<file path="src/rtl/blk_write_rx.sv">
module blk_write_rx #(
  parameter int BLOCK_BYTES = 512,
  parameter int GAP_MIN     = 2,
  parameter int TURN_CYC    = 2,
  parameter int NUM_BUF     = 2
) (
  input  logic       clk,
  input  logic       rst_n,
  input  logic       resp_done,
  input  logic       dat_in,
  input  logic       buf_release,
  output logic       dat_oe,
  output logic       dat_out,
  output logic [7:0] rx_byte,
  output logic       rx_byte_valid,
  output logic       blk_good,
  output logic       blk_bad
);
  localparam int NBITS  = BLOCK_BYTES * 8;
  localparam int CRC_W  = 16;
  localparam int TOK_W  = 5;
  localparam int CW_D   = $clog2(NBITS);
  localparam int CW_G   = $clog2(GAP_MIN + 1);
  localparam int CW_T   = $clog2(TURN_CYC + 1);
  localparam int CW_0   = (CW_D > CW_G) ? CW_D : CW_G;
  localparam int CW_1   = (CW_0 > CW_T) ? CW_0 : CW_T;
  localparam int CW     = ((CW_1 > 4) ? CW_1 : 4) + 1;
  localparam int OW     = $clog2(NUM_BUF + 1);
  localparam logic [OW-1:0] FULL = OW'(NUM_BUF);
  localparam logic [CW-1:0] LAST_DATA = CW'(NBITS - 1);
  localparam logic [CW-1:0] LAST_CRC  = CW'(CRC_W - 1);
  localparam logic [CW-1:0] LAST_GAP  = CW'(GAP_MIN - 1);
  localparam logic [CW-1:0] LAST_TURN = CW'(TURN_CYC - 1);
  localparam logic [CW-1:0] LAST_TOK  = CW'(TOK_W - 1);
  localparam logic [CRC_W-1:0] POLY   = 16'h1021;

  typedef enum logic [3:0] {
    S_IDLE, S_GAP, S_HUNT, S_DATA, S_CRC, S_ENDB, S_TURN, S_TOK, S_BUSY
  } st_t;

  st_t              state;
  logic [CW-1:0]    cnt;
  logic [CRC_W-1:0] crc;
  logic [7:0]       shreg;
  logic [TOK_W-1:0] tok;
  logic [OW-1:0]    occ, occ_nxt;

  wire [CRC_W-1:0] crc_step = {crc[CRC_W-2:0], 1'b0} ^ ({CRC_W{crc[CRC_W-1] ^ dat_in}} & POLY);
  wire pass = (crc == '0) && dat_in;
  wire add  = (state == S_ENDB) && pass;
  wire rel  = buf_release && (occ != '0);

  always_comb begin
    occ_nxt = occ;
    if (add && !rel)      occ_nxt = occ + 1'b1;
    else if (rel && !add) occ_nxt = occ - 1'b1;
  end

  assign dat_oe  = (state == S_TOK) || (state == S_BUSY);
  assign dat_out = (state == S_TOK) ? tok[TOK_W-1] : 1'b0;
  assign rx_byte = shreg;

  always_ff @(posedge clk or negedge rst_n) begin
    if (!rst_n) begin
      state         <= S_IDLE;
      cnt           <= '0;
      crc           <= '0;
      shreg         <= '0;
      tok           <= '0;
      occ           <= '0;
      rx_byte_valid <= 1'b0;
      blk_good      <= 1'b0;
      blk_bad       <= 1'b0;
    end else begin
      occ           <= occ_nxt;
      rx_byte_valid <= 1'b0;
      blk_good      <= 1'b0;
      blk_bad       <= 1'b0;
      unique case (state)
        S_IDLE: if (resp_done) begin
          state <= S_GAP;
          cnt   <= '0;
        end
        S_GAP: begin
          if (cnt == LAST_GAP) state <= S_HUNT;
          cnt <= cnt + 1'b1;
        end
        S_HUNT: if (!dat_in) begin
          state <= S_DATA;
          cnt   <= '0;
          crc   <= '0;
        end
        S_DATA: begin
          shreg         <= {shreg[6:0], dat_in};
          crc           <= crc_step;
          rx_byte_valid <= (cnt[2:0] == 3'd7);
          if (cnt == LAST_DATA) begin
            state <= S_CRC;
            cnt   <= '0;
          end else begin
            cnt <= cnt + 1'b1;
          end
        end
        S_CRC: begin
          crc <= crc_step;
          if (cnt == LAST_CRC) state <= S_ENDB;
          cnt <= cnt + 1'b1;
        end
        S_ENDB: begin
          blk_good <= pass;
          blk_bad  <= !pass;
          tok      <= {1'b0, (pass ? 3'b010 : 3'b101), 1'b1};
          state    <= S_TURN;
          cnt      <= '0;
        end
        S_TURN: begin
          if (cnt == LAST_TURN) begin
            state <= S_TOK;
            cnt   <= '0;
          end else begin
            cnt <= cnt + 1'b1;
          end
        end
        S_TOK: begin
          if (cnt == LAST_TOK) begin
            state <= (occ_nxt == FULL) ? S_BUSY : S_IDLE;
          end else begin
            tok <= {tok[TOK_W-2:0], 1'b0};
            cnt <= cnt + 1'b1;
          end
        end
        S_BUSY: if (occ_nxt != FULL) state <= S_IDLE;
        default: state <= S_IDLE;
      endcase
    end
  end


  tok_start_chk: assert property (@(posedge clk) disable iff (!rst_n)
    $rose(dat_oe) |-> !dat_out);


  verdict_excl_chk: assert property (@(posedge clk) disable iff (!rst_n)
    !(blk_good && blk_bad));


  good_occ_chk: assert property (@(posedge clk) disable iff (!rst_n)
    (blk_good && !$past(buf_release)) |-> (occ == $past(occ) + 1'b1));


  bad_occ_chk: assert property (@(posedge clk) disable iff (!rst_n)
    (blk_bad && !$past(buf_release)) |-> (occ == $past(occ)));


  busy_full_chk: assert property (@(posedge clk) disable iff (!rst_n)
    (state == S_BUSY) |-> (occ == FULL));


  occ_range_chk: assert property (@(posedge clk) disable iff (!rst_n)
    occ <= FULL);


  no_underflow_chk: assert property (@(posedge clk) disable iff (!rst_n)
    ($past(occ) == '0 && !blk_good) |-> (occ == '0));


  byte_strobe_chk: assert property (@(posedge clk) disable iff (!rst_n)
    rx_byte_valid |=> !rx_byte_valid);
endmodule

</file>
<file path="config.mk">
export PLATFORM = sky130hd
export DESIGN_NAME = blk_write_rx
export DESIGN_NICKNAME = d
export VERILOG_FILES = /design/src/rtl/blk_write_rx.sv
export SDC_FILE = /design/constraint.sdc
export NUM_CORES = 1
export LEC_CHECK = 0
export BUFFER_PORTS_ARGS = -buffer_cell sky130_fd_sc_hd__clkbuf_2
export CORE_UTILIZATION = 45
export CTS_BUF_LIST = sky130_fd_sc_hd__clkbuf_2
export CTS_CLUSTER_SIZE = 10
export DETAILED_ROUTE_END_ITERATION = 8
export PLACE_DENSITY = 0.68
export SLEW_MARGIN = 25
export SYNTH_ARGS = -nofsm -noshare
export SYNTH_HDL_FRONTEND = slang
export SYNTH_SLANG_ARGS = --single-unit
</file>
<file path="constraint.sdc">
create_clock -name clk -period 2.4 [get_ports clk]
set_input_delay 0.48 -clock clk [delete_from_list [all_inputs] [get_ports clk]]
set_output_delay 0.48 -clock clk [all_outputs]
set_load 0.01 [all_outputs]
</file>
# Word-level counts from Yosys, hierarchy flattened
# Index checks and enable logic that the tools add are counted.
totals:
  inputBits: 5
  out_inout_bits: 13
  reg_bits: 51
op_classes:
  n_bitwise: 2
  addsub: 3
  n_mux: 27
  reduce_logical: 21
  n_eq_ne: 24
ops:
  columns: ["cell", "count"]
  rows:
  - ["13-bit one-hot mux with 7 select lines", 1]
  - ["13-bit 2-to-1 mux", 5]
  - ["4-bit 2-to-1 mux", 9]
  - ["4-bit one-hot mux with 9 select lines", 1]
  - ["16-bit one-hot mux with 2 select lines", 1]
  - ["4-bit by 3-bit == test with 1-bit output, second input constant", 4]
  - ["16-bit zero test", 1]
  - ["16-bit 2-to-1 mux", 1]
  - ["2-bit inequality test, second input constant", 8]
  - ["16-bit by 13-bit XOR with 16-bit output", 1]
  - ["13-bit by 1-bit adder with 13-bit output, second input constant", 1]
  - ["13-bit by 1-bit == test with 1-bit output, second input constant", 1]
  - ["13-bit by 12-bit == test with 1-bit output, second input constant", 1]
  - ["13-bit by 3-bit == test with 1-bit output, second input constant", 1]
  - ["13-bit by 4-bit == test with 1-bit output, second input constant", 1]
  - ["5-bit one-hot mux with 2 select lines", 1]
  - ["4-bit by 2-bit == test with 1-bit output, second input constant", 2]
  - ["8-bit AND reduction", 1]
  - ["7-bit nonzero test", 1]
  - ["2-bit nonzero test", 3]
  - ["1-bit logical AND", 5]
  - ["5-bit 2-to-1 mux", 1]
  - ["4-bit by 1-bit == test with 1-bit output, second input constant", 1]
  - ["4-bit == test, second input constant", 1]
  - ["other kinds (15)", 24]

# Logic depth before layout (Yosys ltp)
logic_depth:
  word_depth: 11
  mapped_depth: 9
  depth_no_buf: 7

# Worst setup path before layout
# No wires, ideal clock.
synth_path:
  path_type: "flip-flop to flip-flop"
  startpoint: "register cnt[0]"
  endpoint: "register state[0]"
  setup_slack_ns: 0.231
  path_stages_with_launch: 7
  t_arrival_ns: 2.044
  path_buffers: 0
  cell_sequence: "dfrtp_1 -> ha_1 -> and3_4 -> nand2_4 -> o31a_1 -> or4_4 -> mux2_4"
synth_via:
  elab_chain_cells: 3
synth_lines:
  columns: ["item", "line_no", "text"]
  rows:
  - ["start: declaration", "42", "logic [CW-1:0] cnt;"]
  - ["start signal: assignment", "86", "cnt <= cnt + 1'b1;"]
  - ["start signal: assignment", "101", "cnt <= cnt + 1'b1;"]
  - ["start signal: assignment", "107", "cnt <= cnt + 1'b1;"]
  - ["13-bit by 4-bit == test with 1-bit output (tied with other cells)", "106", "if (cnt == LAST_CRC) state <= S_ENDB;"]
  - ["2-bit inequality test (no line) or 2-bit by 1-bit inequality test with 1-bit output (tied branches)", null, null]
  - ["8-bit AND reduction (no line) *", null, null]
  - ["end signal: assignment", "126", "state <= (occ_nxt == FULL) ? S_BUSY : S_IDLE;"]
  - ["end: declaration", "41", "st_t state;"]
# Mark *: on every way between the ends. The rest lies on a longest branch, timed or not.
# A chain may end at the register's enable or synchronous reset.

# Worst setup path after layout
layout_path:
  startpoint: "register state[1]"
  endpoint: "output port dat_oe"
layout_via:
  elab_chain_cells: 2
layout_lines:
  columns: ["item", "line_no", "text"]
  rows:
  - ["4-bit by 3-bit == test with 1-bit output or 4-bit == test (tied branches)", "59", "assign dat_oe = (state == S_TOK) || (state == S_BUSY);"]
  - ["1-bit logical OR *", "59", null]
  - ["end: declaration", "12", "output logic dat_oe,"]
# Marks and branches as above.

==> flow_summary.ini <==
[power_and_ir_drop]
ir_drop_mv = 0.575
pwr-share-clk = 0.127
p_sw_frac = 0.401
p_comb_frac = 0.478
p_int_mw = 2.11
total_power_mw = 3.53
switchingPower_mw = 1.42
power_density_mw_per_mm2 = 1200
pwr-share-seq = 0.396
p_leak_nw = 1.34

[timing]
skew_ns = 0.0259
worst_slack_ns = 0.0921
period_needed_ns = 2.31
maxSlewHeadroom = 0.576
setup_violations = 0
setup_tns_ns = 0
max_freq_mhz = 433
tightest_slew_ns = 0.635
post-route-period-util = 0.962
slew_violations = 0
rsz0062_at_grt = false
hold_viol = 0

[global_route]
met3_usage = 0.0360
grt_pass1_wl_mm = 9.10
antenna_found_initial = 0
grt_util_met2 = 0.311
grt_usage = 0.187
grt_max_degree = 30
grt_pass1_vias = 1959
grt_overflow = 0
met1_usage = 0.250
busiest_layer = met2

[drt]
wirelength_mm = 5.22
vias_per_cell = 5.70
dr.pass1.iters = 4
ant_nets = 0
first_iter_violations = 110
drc = 0
wl_per_cell_um = 15.0
vias = 1988

[logic_synthesis]
synth_edf_count = 0
syn-num-nets = 258
synth_seq_cells = 51
syn_inst = 248
syn_avg_cell_area_sq_um = 10.5
syn_area_sq_mm = 0.00260
seq_area_frac_synth = 0.490
async_flop_share = 1.00
ys.flop_type = dfrtp_1
yosys_warnings = 0
synth_cell_types = 50

[final_layout]
seqCellArea_sq_mm = 0.00128
num_antenna_cells = 0
area_growth_pct = 13.1
multi_input_area_sq_mm = 0.00126
final_common_cell = dfrtp_1
fin_cells = 349
fin_area_sq_mm = 0.00295
drive_above_1_share = 0.224
nets = 286
layout_common_cells = dfrtp_1, clkbuf_2, a22o_1
fillers = 538

[clocking]
clock_tree.buffer_depth = 2
h-tree-depth = 2
clkLatencyLatePin_ns = 0.42
clock-sinks = 51
path_clk_slew_ns = 0.27
cts_buffers = 5
cts_tree = built
cts-root-buf = clkbuf_2

[place]
place_area_sq_mm = 0.00286
pre_cts_slack_ns = 0.132
port-buffer-count = 17
dp.cells = 340
dp_hpwl_mm = 3.83
place.gp.congestion = 0.782

[floorplanning]
core_sq_mm = 0.00554
start_util = 0.470
die_w_um = 78.1
pin_count = 18
fp.dieArea_sq_mm = 0.00610
die_h_um = 78.1
placementRows = 27

[critical_path]
path_max_fanout = 10
critPathArrivalTime_ns = 1.83
worst_setup_path_start_kind = register
crit_type = reg2out
required_ns = 1.92
end_kind = output port

[min_path]
hold_path.class = in2async

[outcome]
status = finished clean

[job]
maxCapViolations = 0
## layout make-up
type | count | area share
tap | 72 | 0.0306
timing repair buffer | 30 | 0.0705
clock buffer | 5 | 0.00850
multi-input combinational | 178 | 0.428
clock inverter | 3 | 0.0149
sequential | 51 | 0.435
inverter | 10 | 0.0127
## per-stage QoR
step	hold slack [ns]	utilization
2_1_floorplan	0.184	-
3_3_place_gp	0.455	0.516
3_5_place_dp	0.469	0.516
4_1_cts	0.00482	0.529
5_1_grt	0.0124	0.532
6_report	0.00814	0.532
## power by group through the flow
stage / registers, mW / logic, mW / clock network (mW)
floorplan: 1.36 / 1.20 / 0
global placement: 1.41 / 1.64 / 0
detailed placement: 1.42 / 1.66 / 0
CTS: 1.38 / 1.69 / 0.469
global route: 1.44 / 1.87 / 0.498
finish: 1.40 / 1.68 / 0.447
## kinds of logic (layout without fill, tap and decap cells)
group	after synthesis	in the layout	share of synthesized area
xor+xnor	6	6	0.0202
compound gates	65	65	0.179
fa+ha+maj	5	5	0.0240
flops	51	51	0.490
mux	10	10	0.0447
simple gates	92	92	0.213
buf+inv	19	48	0.0293
## timing repair
item / in CTS / in global routing
resized for setup: 0 / 5
buffers inserted: 1 / 0
pin swaps: 0 / 0
hold buffers: 0 / 0
setup endpoints to repair: 1 / 3
## layer usage
layer | share of wire | routed length, um | up-vias
li1 | - | - | 988
met1 | 0.47 | 2480 | 969
met2 | 0.49 | 2580 | 24
met3 | 0.024 | 124 | 7
met4 | 0.0071 | 37 | 0
met5 | 0 | 0 | -
## sequential cells by signal (all words and copies together) (netlist names)
register,count
blk_good,1
tok,5
cnt,13
state,4
blk_bad,1
occ,2
rx_byte_valid,1
crc,16
rx_byte,8
## critical path, stage by stage (launching register included)
cell and delay [ns]:
dfrtp_1 0.45, buf_4 0.17, or4_4 0.54, nand2_1 0.10
clkbuf_2 0.14
## Yosys cell counts (8+ instances only)
library cell	instances	area, sq um
a21oi_1	11	55.1
a22o_1	18	158
dfrtp_1	51	1280
inv_1	10	37.5
mux2_2	9	101
nand2_1	15	56.3
nand3_1	9	45.0
nor2_1	14	52.6
nor3_1	8	40.0
o21ai_0	8	40.0
o31ai_1	11	82.6
or4_1	8	60.1
## path summary, 6_finish.rpt
path	from	end	slack, ns	depth (start not counted)
max	state[1]	dat_oe	0.09	4
min	rst_n	state[1]	0.008	1
max reg2reg	cnt[0]	cnt[7]	0.15	8
min reg2reg	tok[1]	tok[1]	0.51	2
max in group asynchronous	rst_n	cnt[10]	1.81	2
min in group clk	dat_in	rx_byte[0]	0.35	2
Note: power is estimated with default switching activity, not from simulation.
